[src/rtl/spg_pkg.sv]
package spg_pkg;

   typedef enum logic [1:0] {
      PAT_COUNT = 2'd0,
      PAT_GRAY  = 2'd1,
      PAT_FIB   = 2'd2,
      PAT_ALIAS = 2'd3
   } pat_e;

endpackage

[src/rtl/spg_beat_ctrl.sv]
module spg_beat_ctrl #(
   parameter int CW        = 8,
   parameter int MAX_BEATS = 240
) (
   input  logic          clk,
   input  logic          rst_n,
   input  logic          start_i,
   input  logic [CW-1:0] count_i,
   input  logic          ready_i,
   output logic          busy_o,
   output logic          done_o,
   output logic          load_o,
   output logic          fire_o
);

   localparam logic [CW-1:0] LIMIT = CW'(MAX_BEATS);
   localparam logic [CW-1:0] ONE   = CW'(1);

   if (CW < 2) begin : g_cw_bad
      $error("spg_beat_ctrl: CW must be at least 2");
   end
   if (MAX_BEATS < 1 || MAX_BEATS >= (1 << CW)) begin : g_max_bad
      $error("spg_beat_ctrl: MAX_BEATS must fit in CW bits");
   end

   logic          busy_q;
   logic          done_q;
   logic [CW-1:0] left_q;
   logic [CW-1:0] clamped;

   assign clamped = (count_i > LIMIT) ? LIMIT : count_i;
   assign load_o  = start_i && !busy_q;
   assign fire_o  = busy_q && ready_i;
   assign busy_o  = busy_q;
   assign done_o  = done_q;

   always_ff @(posedge clk or negedge rst_n) begin
      if (!rst_n) begin
         busy_q <= 1'b0;
         done_q <= 1'b0;
         left_q <= '0;
      end else begin
         done_q <= 1'b0;
         if (load_o) begin
            left_q <= clamped;
            busy_q <= (clamped != '0);
            done_q <= (clamped == '0);
         end else if (fire_o) begin
            left_q <= left_q - ONE;
            if (left_q == ONE) begin
               busy_q <= 1'b0;
               done_q <= 1'b1;
            end
         end
      end
   end


   left_range_chk: assert property (@(posedge clk) disable iff (!rst_n)
      left_q <= LIMIT);


   busy_left_chk: assert property (@(posedge clk) disable iff (!rst_n)
      busy_q |-> (left_q != '0));


   busy_start_ignored_chk: assert property (@(posedge clk) disable iff (!rst_n)
      (busy_q && start_i && !ready_i) |=> (busy_q && $stable(left_q)));

endmodule

[src/rtl/spg_seq_core.sv]
module spg_seq_core
   import spg_pkg::*;
#(
   parameter int DW = 8
) (
   input  logic          clk,
   input  logic          rst_n,
   input  logic          load_i,
   input  logic          adv_i,
   input  pat_e          sel_i,
   input  logic [DW-1:0] seed_i,
   output logic [DW-1:0] data_o
);

   localparam logic [DW-1:0] ONE = DW'(1);

   if (DW < 2) begin : g_dw_bad
      $error("spg_seq_core: DW must be at least 2");
   end

   pat_e          sel_q;
   logic [DW-1:0] cnt_q;
   logic [DW-1:0] fa_q;
   logic [DW-1:0] fb_q;
   logic [DW-1:0] gray;

   for (genvar i = 0; i < DW - 1; i++) begin : g_gray
      assign gray[i] = cnt_q[i] ^ cnt_q[i+1];
   end
   assign gray[DW-1] = cnt_q[DW-1];

   always_ff @(posedge clk or negedge rst_n) begin
      if (!rst_n) begin
         sel_q <= PAT_COUNT;
         cnt_q <= '0;
         fa_q  <= '0;
         fb_q  <= ONE;
      end else if (load_i) begin
         sel_q <= sel_i;
         cnt_q <= seed_i;
         fa_q  <= '0;
         fb_q  <= ONE;
      end else if (adv_i) begin
         cnt_q <= cnt_q + ONE;
         fa_q  <= fb_q;
         fb_q  <= fa_q + fb_q;
      end
   end

   always_comb begin
      unique case (sel_q)
         PAT_GRAY: data_o = gray;
         PAT_FIB:  data_o = fa_q;
         default:  data_o = cnt_q;
      endcase
   end


   count_step_chk: assert property (@(posedge clk) disable iff (!rst_n)
      (adv_i && !load_i && (sel_q == PAT_COUNT || sel_q == PAT_ALIAS))
         |=> (data_o == $past(data_o) + ONE));


   gray_step_chk: assert property (@(posedge clk) disable iff (!rst_n)
      (adv_i && !load_i && sel_q == PAT_GRAY)
         |=> ($countones(data_o ^ $past(data_o)) == 1));


   fib_start_chk: assert property (@(posedge clk) disable iff (!rst_n)
      (load_i && sel_i == PAT_FIB) |=> (data_o == '0));

endmodule

[src/rtl/stress_pattern_gen.sv]
module stress_pattern_gen
   import spg_pkg::*;
#(
   parameter int DW        = 8,
   parameter int CW        = 8,
   parameter int MAX_BEATS = 240
) (
   input  logic          clk,
   input  logic          rst_n,
   input  logic          start_i,
   input  logic [1:0]    sel_i,
   input  logic [CW-1:0] count_i,
   input  logic [DW-1:0] seed_i,
   input  logic          ready_i,
   output logic [DW-1:0] data_o,
   output logic          valid_o,
   output logic          done_o
);

   logic busy;
   logic load;
   logic fire;

   spg_beat_ctrl #(.CW(CW), .MAX_BEATS(MAX_BEATS)) u_ctrl (
      .clk     (clk),
      .rst_n   (rst_n),
      .start_i (start_i),
      .count_i (count_i),
      .ready_i (ready_i),
      .busy_o  (busy),
      .done_o  (done_o),
      .load_o  (load),
      .fire_o  (fire)
   );

   spg_seq_core #(.DW(DW)) u_seq (
      .clk    (clk),
      .rst_n  (rst_n),
      .load_i (load),
      .adv_i  (fire),
      .sel_i  (pat_e'(sel_i)),
      .seed_i (seed_i),
      .data_o (data_o)
   );

   assign valid_o = busy;


   stall_hold_chk: assert property (@(posedge clk) disable iff (!rst_n)
      (valid_o && !ready_i) |=> (valid_o && $stable(data_o)));


   done_excl_chk: assert property (@(posedge clk) disable iff (!rst_n)
      !(done_o && valid_o));


   done_pulse_chk: assert property (@(posedge clk) disable iff (!rst_n)
      done_o |=> !done_o);


   zero_count_chk: assert property (@(posedge clk) disable iff (!rst_n)
      (start_i && !valid_o && count_i == '0) |=> (done_o && !valid_o));


   start_valid_chk: assert property (@(posedge clk) disable iff (!rst_n)
      (start_i && !valid_o && count_i != '0) |=> valid_o);

endmodule

[config.mk]
export PLATFORM = sky130hd
export DESIGN_NAME = stress_pattern_gen
export DESIGN_NICKNAME = d
export VERILOG_FILES = /design/src/rtl/spg_pkg.sv /design/src/rtl/spg_beat_ctrl.sv /design/src/rtl/spg_seq_core.sv /design/src/rtl/stress_pattern_gen.sv
export SDC_FILE = /design/constraint.sdc
export NUM_CORES = 1
export LEC_CHECK = 0
export CAP_MARGIN = 5
export CORE_MARGIN = 5
export CORE_UTILIZATION = 50
export CTS_BUF_LIST = sky130_fd_sc_hd__clkbuf_4
export DETAILED_ROUTE_END_ITERATION = 8
export PLACE_DENSITY = 0.78
export SYNTH_ARGS = -nofsm -noshare
export SYNTH_HDL_FRONTEND = slang
export SYNTH_SLANG_ARGS = --single-unit
[constraint.sdc]
create_clock -name clk -period 4.7 [get_ports clk]
set_input_delay 0.94 -clock clk [delete_from_list [all_inputs] [get_ports clk]]
set_output_delay 0.94 -clock clk [all_outputs]
set_load 0.005 [all_outputs]
==> results <==
- The run finished with clean final reports.
- The cell area after synthesis is 2120 µm².
- Yosys mapped a number of flops with a built-in enable equal to 0.
- The number of buffers inserted to repair setup after CTS is 0.
- The net switching power figure is 0.714 mW.
- The remaining number of nets flagged by the antenna check after routing is 0.
- The arrival time at the worst endpoint is around 2.2 ns.
- The total of cells resized after clock tree synthesis is 0.
- After legalization and detailed placement, the total HPWL measured roughly 3500 µm.
- The share of total power in sequential cells is 35.2%.
- For this run, the detailed router's first-pass iteration total came to 4.
- The number of global-route vias before repair is between 1500 and 2000.
- The clock tree root buffer cell is clkbuf_4.
- For the pin with the worst max-slew slack, the measured transition is ~0.53 ns.
- In this run the static leakage power is 1.10 nW.
- Based on the critical path, the design can be clocked at up to 0.320 GHz.
- The required arrival time at the worst endpoint is ~3.8 ns.
- The cell occurring most often along the worst timing path is o21ai_0.
- The peak supply drop is roughly 0.30 mV.
- The final routed wirelength across all metal layers is 4840 µm.
- The CTS buffer count is 5.
- TritonCTS built the clock tree.
- The count of hold-fix buffers inserted at cts is 0.
- In this run the power density over the cells is a little under 700 nW/µm².
- The region available for standard cell placement spans just over 4000 µm².
- In the final layout, the share of cells above drive strength 1 is 7.14%.
- 32 I/O pins were placed.
- The clock transition at the registers of the reported paths is approximately 0.11 ns.
- Setup repair after global routing left no endpoint under its margin.
- Combinational cells account for 52.0% of the total power.
- The category of the worst setup path launch point is a flop.
- The buffer depth of the longest clock path is 2.
- In the synthesized netlist the dominant register cell turns out to be dfrtp_1.
- The completed layout was analyzed and its total power is 1.74 mW.
- The portion of total power attributed to the clock network is around an eighth.
- After technology mapping, the gate count stands at between 200 and 250.
- The ratio of final minimum period to clock period is between 60% and 70%.
- The most frequent standard cell in the layout excluding fill and tap cells is dfrtp_1.
- Across the routed clock network, the largest skew measured is roughly 0.020 ns.
- The total of warnings raised by yosys is 0.
- The tool flagged a number of max-cap violations equal to 0.
- Entering global routing, the biggest net connects 37 pins.
- The sequential element share of the synthesized area is 42.5%.
- The worst setup path is of the flop to output port kind.
- The initial antenna violation count is 0.
- The signal on the critical path passes through inv_1 > ha_1 > o21ai_0 > o21ai_0 > clkdlybuf4s50_1.
- The mean routed wirelength per cell is ~16 µm.
- The number of unique standard cell types used by synthesis is 48.
- Counting every net in the synthesized netlist gives about 260.
- The final-report hold violation count is 0.
- Internal power comes to 1.03 mW.
- Detailed routing inserted a total of between 1500 and 2000 vias.
- For this design, the sink count on the clock tree is 36.
- Along the worst path, the maximum fanout reaches 16.
- The final-report max-slew violation count came to 0.
- The type of destination of the critical path is an output port.
- CTS built an H-tree with a depth of 2.
- The share of async-settable or async-resettable flops after synthesis is 100%.
- The layout net count is just under 300.
- The time the final worst path needs with I/O delays and setup is approximately 3.1 ns.
- Using the TritonRoute via totals, the vias-per-cell ratio works out to around 6.
- The initial utilization of the core area, before any placement, comes to 52.3%.
- The library cell contributing the largest single delay on the critical path is clkdlybuf4s50_1.
- The later pin in the worst-skew pair is clocked with a latency of ~0.36 ns.
- The width of the chip is around 75 µm.
- The count of buffers added on input and output ports is 31.
- The flip-flop and latch count after synthesis is 36.
- The worst hold path class is flop to flop.
- Net switching is 41.0% of the power.
- The placed instances occupy a cell area of approximately 2500 µm².
- The library cells used most frequently in the layout, excluding fill and tap cells, are dfrtp_1 (35), nand2_1 (32), clkdlybuf4s50_1 (31), o21ai_0 (23), ha_1 (17).
- After routing the design area is 2550 µm².
- The sum of overflow across all layers after global routing is 0.
- For this run, the slowest stage of the critical path takes 0.57 ns.
- After floorplanning, the core was divided into 23 placement rows.
- After synthesis, the mean cell area works out to ~9.6 µm².
- The final routed DRC violation total is 0.
- The die covers 5650 µm².
- The first-pass GRT wire length is roughly 8500 µm.
- The worst pin sits at a relative slew slack of between 60% and 70%.
- Global routing consumed, over all layers together, about 20% of the routing resources.
- From synthesis to final layout, the design area changed by 20.0%.
- For this block, the initial DRC count from the detailed router was 130.
- The number of antenna diodes in the final layout is 0.
- The placer congestion estimate is 0.849.
- The number of failing setup endpoints in the final timing report is 0.
- The chip height is between 70 and 80 µm.
- Summed over all failing endpoints, the final setup total negative slack is 0 ns.
==> power by group through the flow <==
stage | sequential [mW] | clock (mW) | combinational, mW
2_1_floorplan | 0.569 | 0 | 0.648
3_3_place_gp | 0.610 | 0 | 0.886
3_5_place_dp | 0.614 | 0 | 0.905
4_1_cts | 0.609 | 0.227 | 0.909
5_1_grt | 0.633 | 0.240 | 1.04
6_report | 0.613 | 0.222 | 0.905
==> Yosys cell counts, types with 2 or more instances <==
master    number  share of area [%]
a21oi_1       10                2.4
o211ai_1       6                2.1
xnor2_1        4                1.7
clkbuf_1       9                1.6
nor2_1         6                1.1
nand2_1       32                5.7
a21o_1         4                1.4
nor3_1         3               0.71
nand4_1        3               0.88
a211oi_1       2               0.71
dfrtp_1       35                 41
xor2_1         4                1.7
a221o_1        3                1.4
a22oi_1        7                2.5
nand3_1        7                1.7
inv_1          7                1.2
a22o_1         9                3.7
o21ai_0       23                5.4
ha_1          17                 10
nor4_1         2               0.59
==> final timing paths <==
| kind | endpoint | cells past startpoint | startpoint | slack, ns |
|---|---|---|---|---|
| max in group asynchronous | u_seq.fb_q[0] | 2 | rst_n | 3.36 |
| worst max-delay path | data_o[7] | 5 | u_seq.sel_q[0] | 1.58 |
| min in group asynchronous | u_seq.fa_q[1] | 2 | rst_n | 0.98 |
| worst max register to register | u_seq.fb_q[6] | 8 | u_seq.fa_q[0] | 2.62 |
| worst min-delay path | u_seq.fb_q[2] | 2 | u_seq.fb_q[2] | 0.53 |
| worst min register to register | u_seq.fb_q[2] | 2 | u_seq.fb_q[2] | 0.53 |
==> stage by stage <==
| stage | hold slack (ns) | util [%] | instances | worst slack (ns) |
|---|---|---|---|---|
| after floorplan | 0.478 | - | 221 | 2.63 |
| after detailed placement | 0.507 | 60.8 | 294 | 1.83 |
| after CTS | 0.533 | 62.8 | 302 | 1.58 |
| final | 0.528 | 62.8 | 302 | 1.58 |
| after global placement | 0.497 | 60.8 | 294 | 1.86 |
| after global routing | 0.550 | 62.8 | 302 | 1.38 |
==> cell type report <==
cell class              count  area (µm²)
fillers                   364        1510
multi-input cells         167        1140
flip-flops and latches     36         902
repair buffers             34         333
well taps                  50        62.6
clock inverters             3        42.5
clock buffers               5        37.5
inverters                   7        26.3
==> worst max-delay path, delay by kind of cell, from the launching register on <==
| family | cells | cell delay, ns |
|---|---|---|
| AO/OA/AOI/OAI | 2 | 0.29 |
| flip-flops | 1 | 0.38 |
| buffers and inverters | 2 | 0.63 |
| adder cells (fa/ha/maj) | 1 | 0.54 |
==> sequential cells by signal, indices dropped and copies added (netlist names) <==
| name | count |
|---|---|
| u_seq.fb_q | 8 |
| u_seq.cnt_q | 8 |
| u_ctrl.done_o | 1 |
| u_ctrl.busy_o | 1 |
| u_ctrl.left_q | 8 |
| u_seq.sel_q | 2 |
| u_seq.fa_q | 8 |
==> routing by layer <==
metal / vias to the layer above / part of all wire (%) / global-route usage, % / wire (µm)
met2: 41 / 45 / 30.1 / 2180
met3: 10 / 6.0 / 5.34 / 292
met4: 0 / 2.2 / 7.96 / 106
met5: - / 0 / 0 / 0
met1: 846 / 47 / 27.3 / 2260
li1: 878 / - / - / -
==> cell families (layout without fill, tap and decap cells) <==
logic type | Yosys count | count (layout) | share of synthesized area (%)
buffers and inverters | 18 | 49 | 3.60
AOI/OAI and AO/OA | 77 | 77 | 24.6
and+or+nand+nor | 63 | 63 | 14.5
adders and majority gates | 18 | 18 | 11.0
muxes | 1 | 1 | 0.472
DFF | 36 | 36 | 42.5
xor gates and xnor gates | 8 | 8 | 3.30
Note: power is estimated with default switching activity, not from simulation.
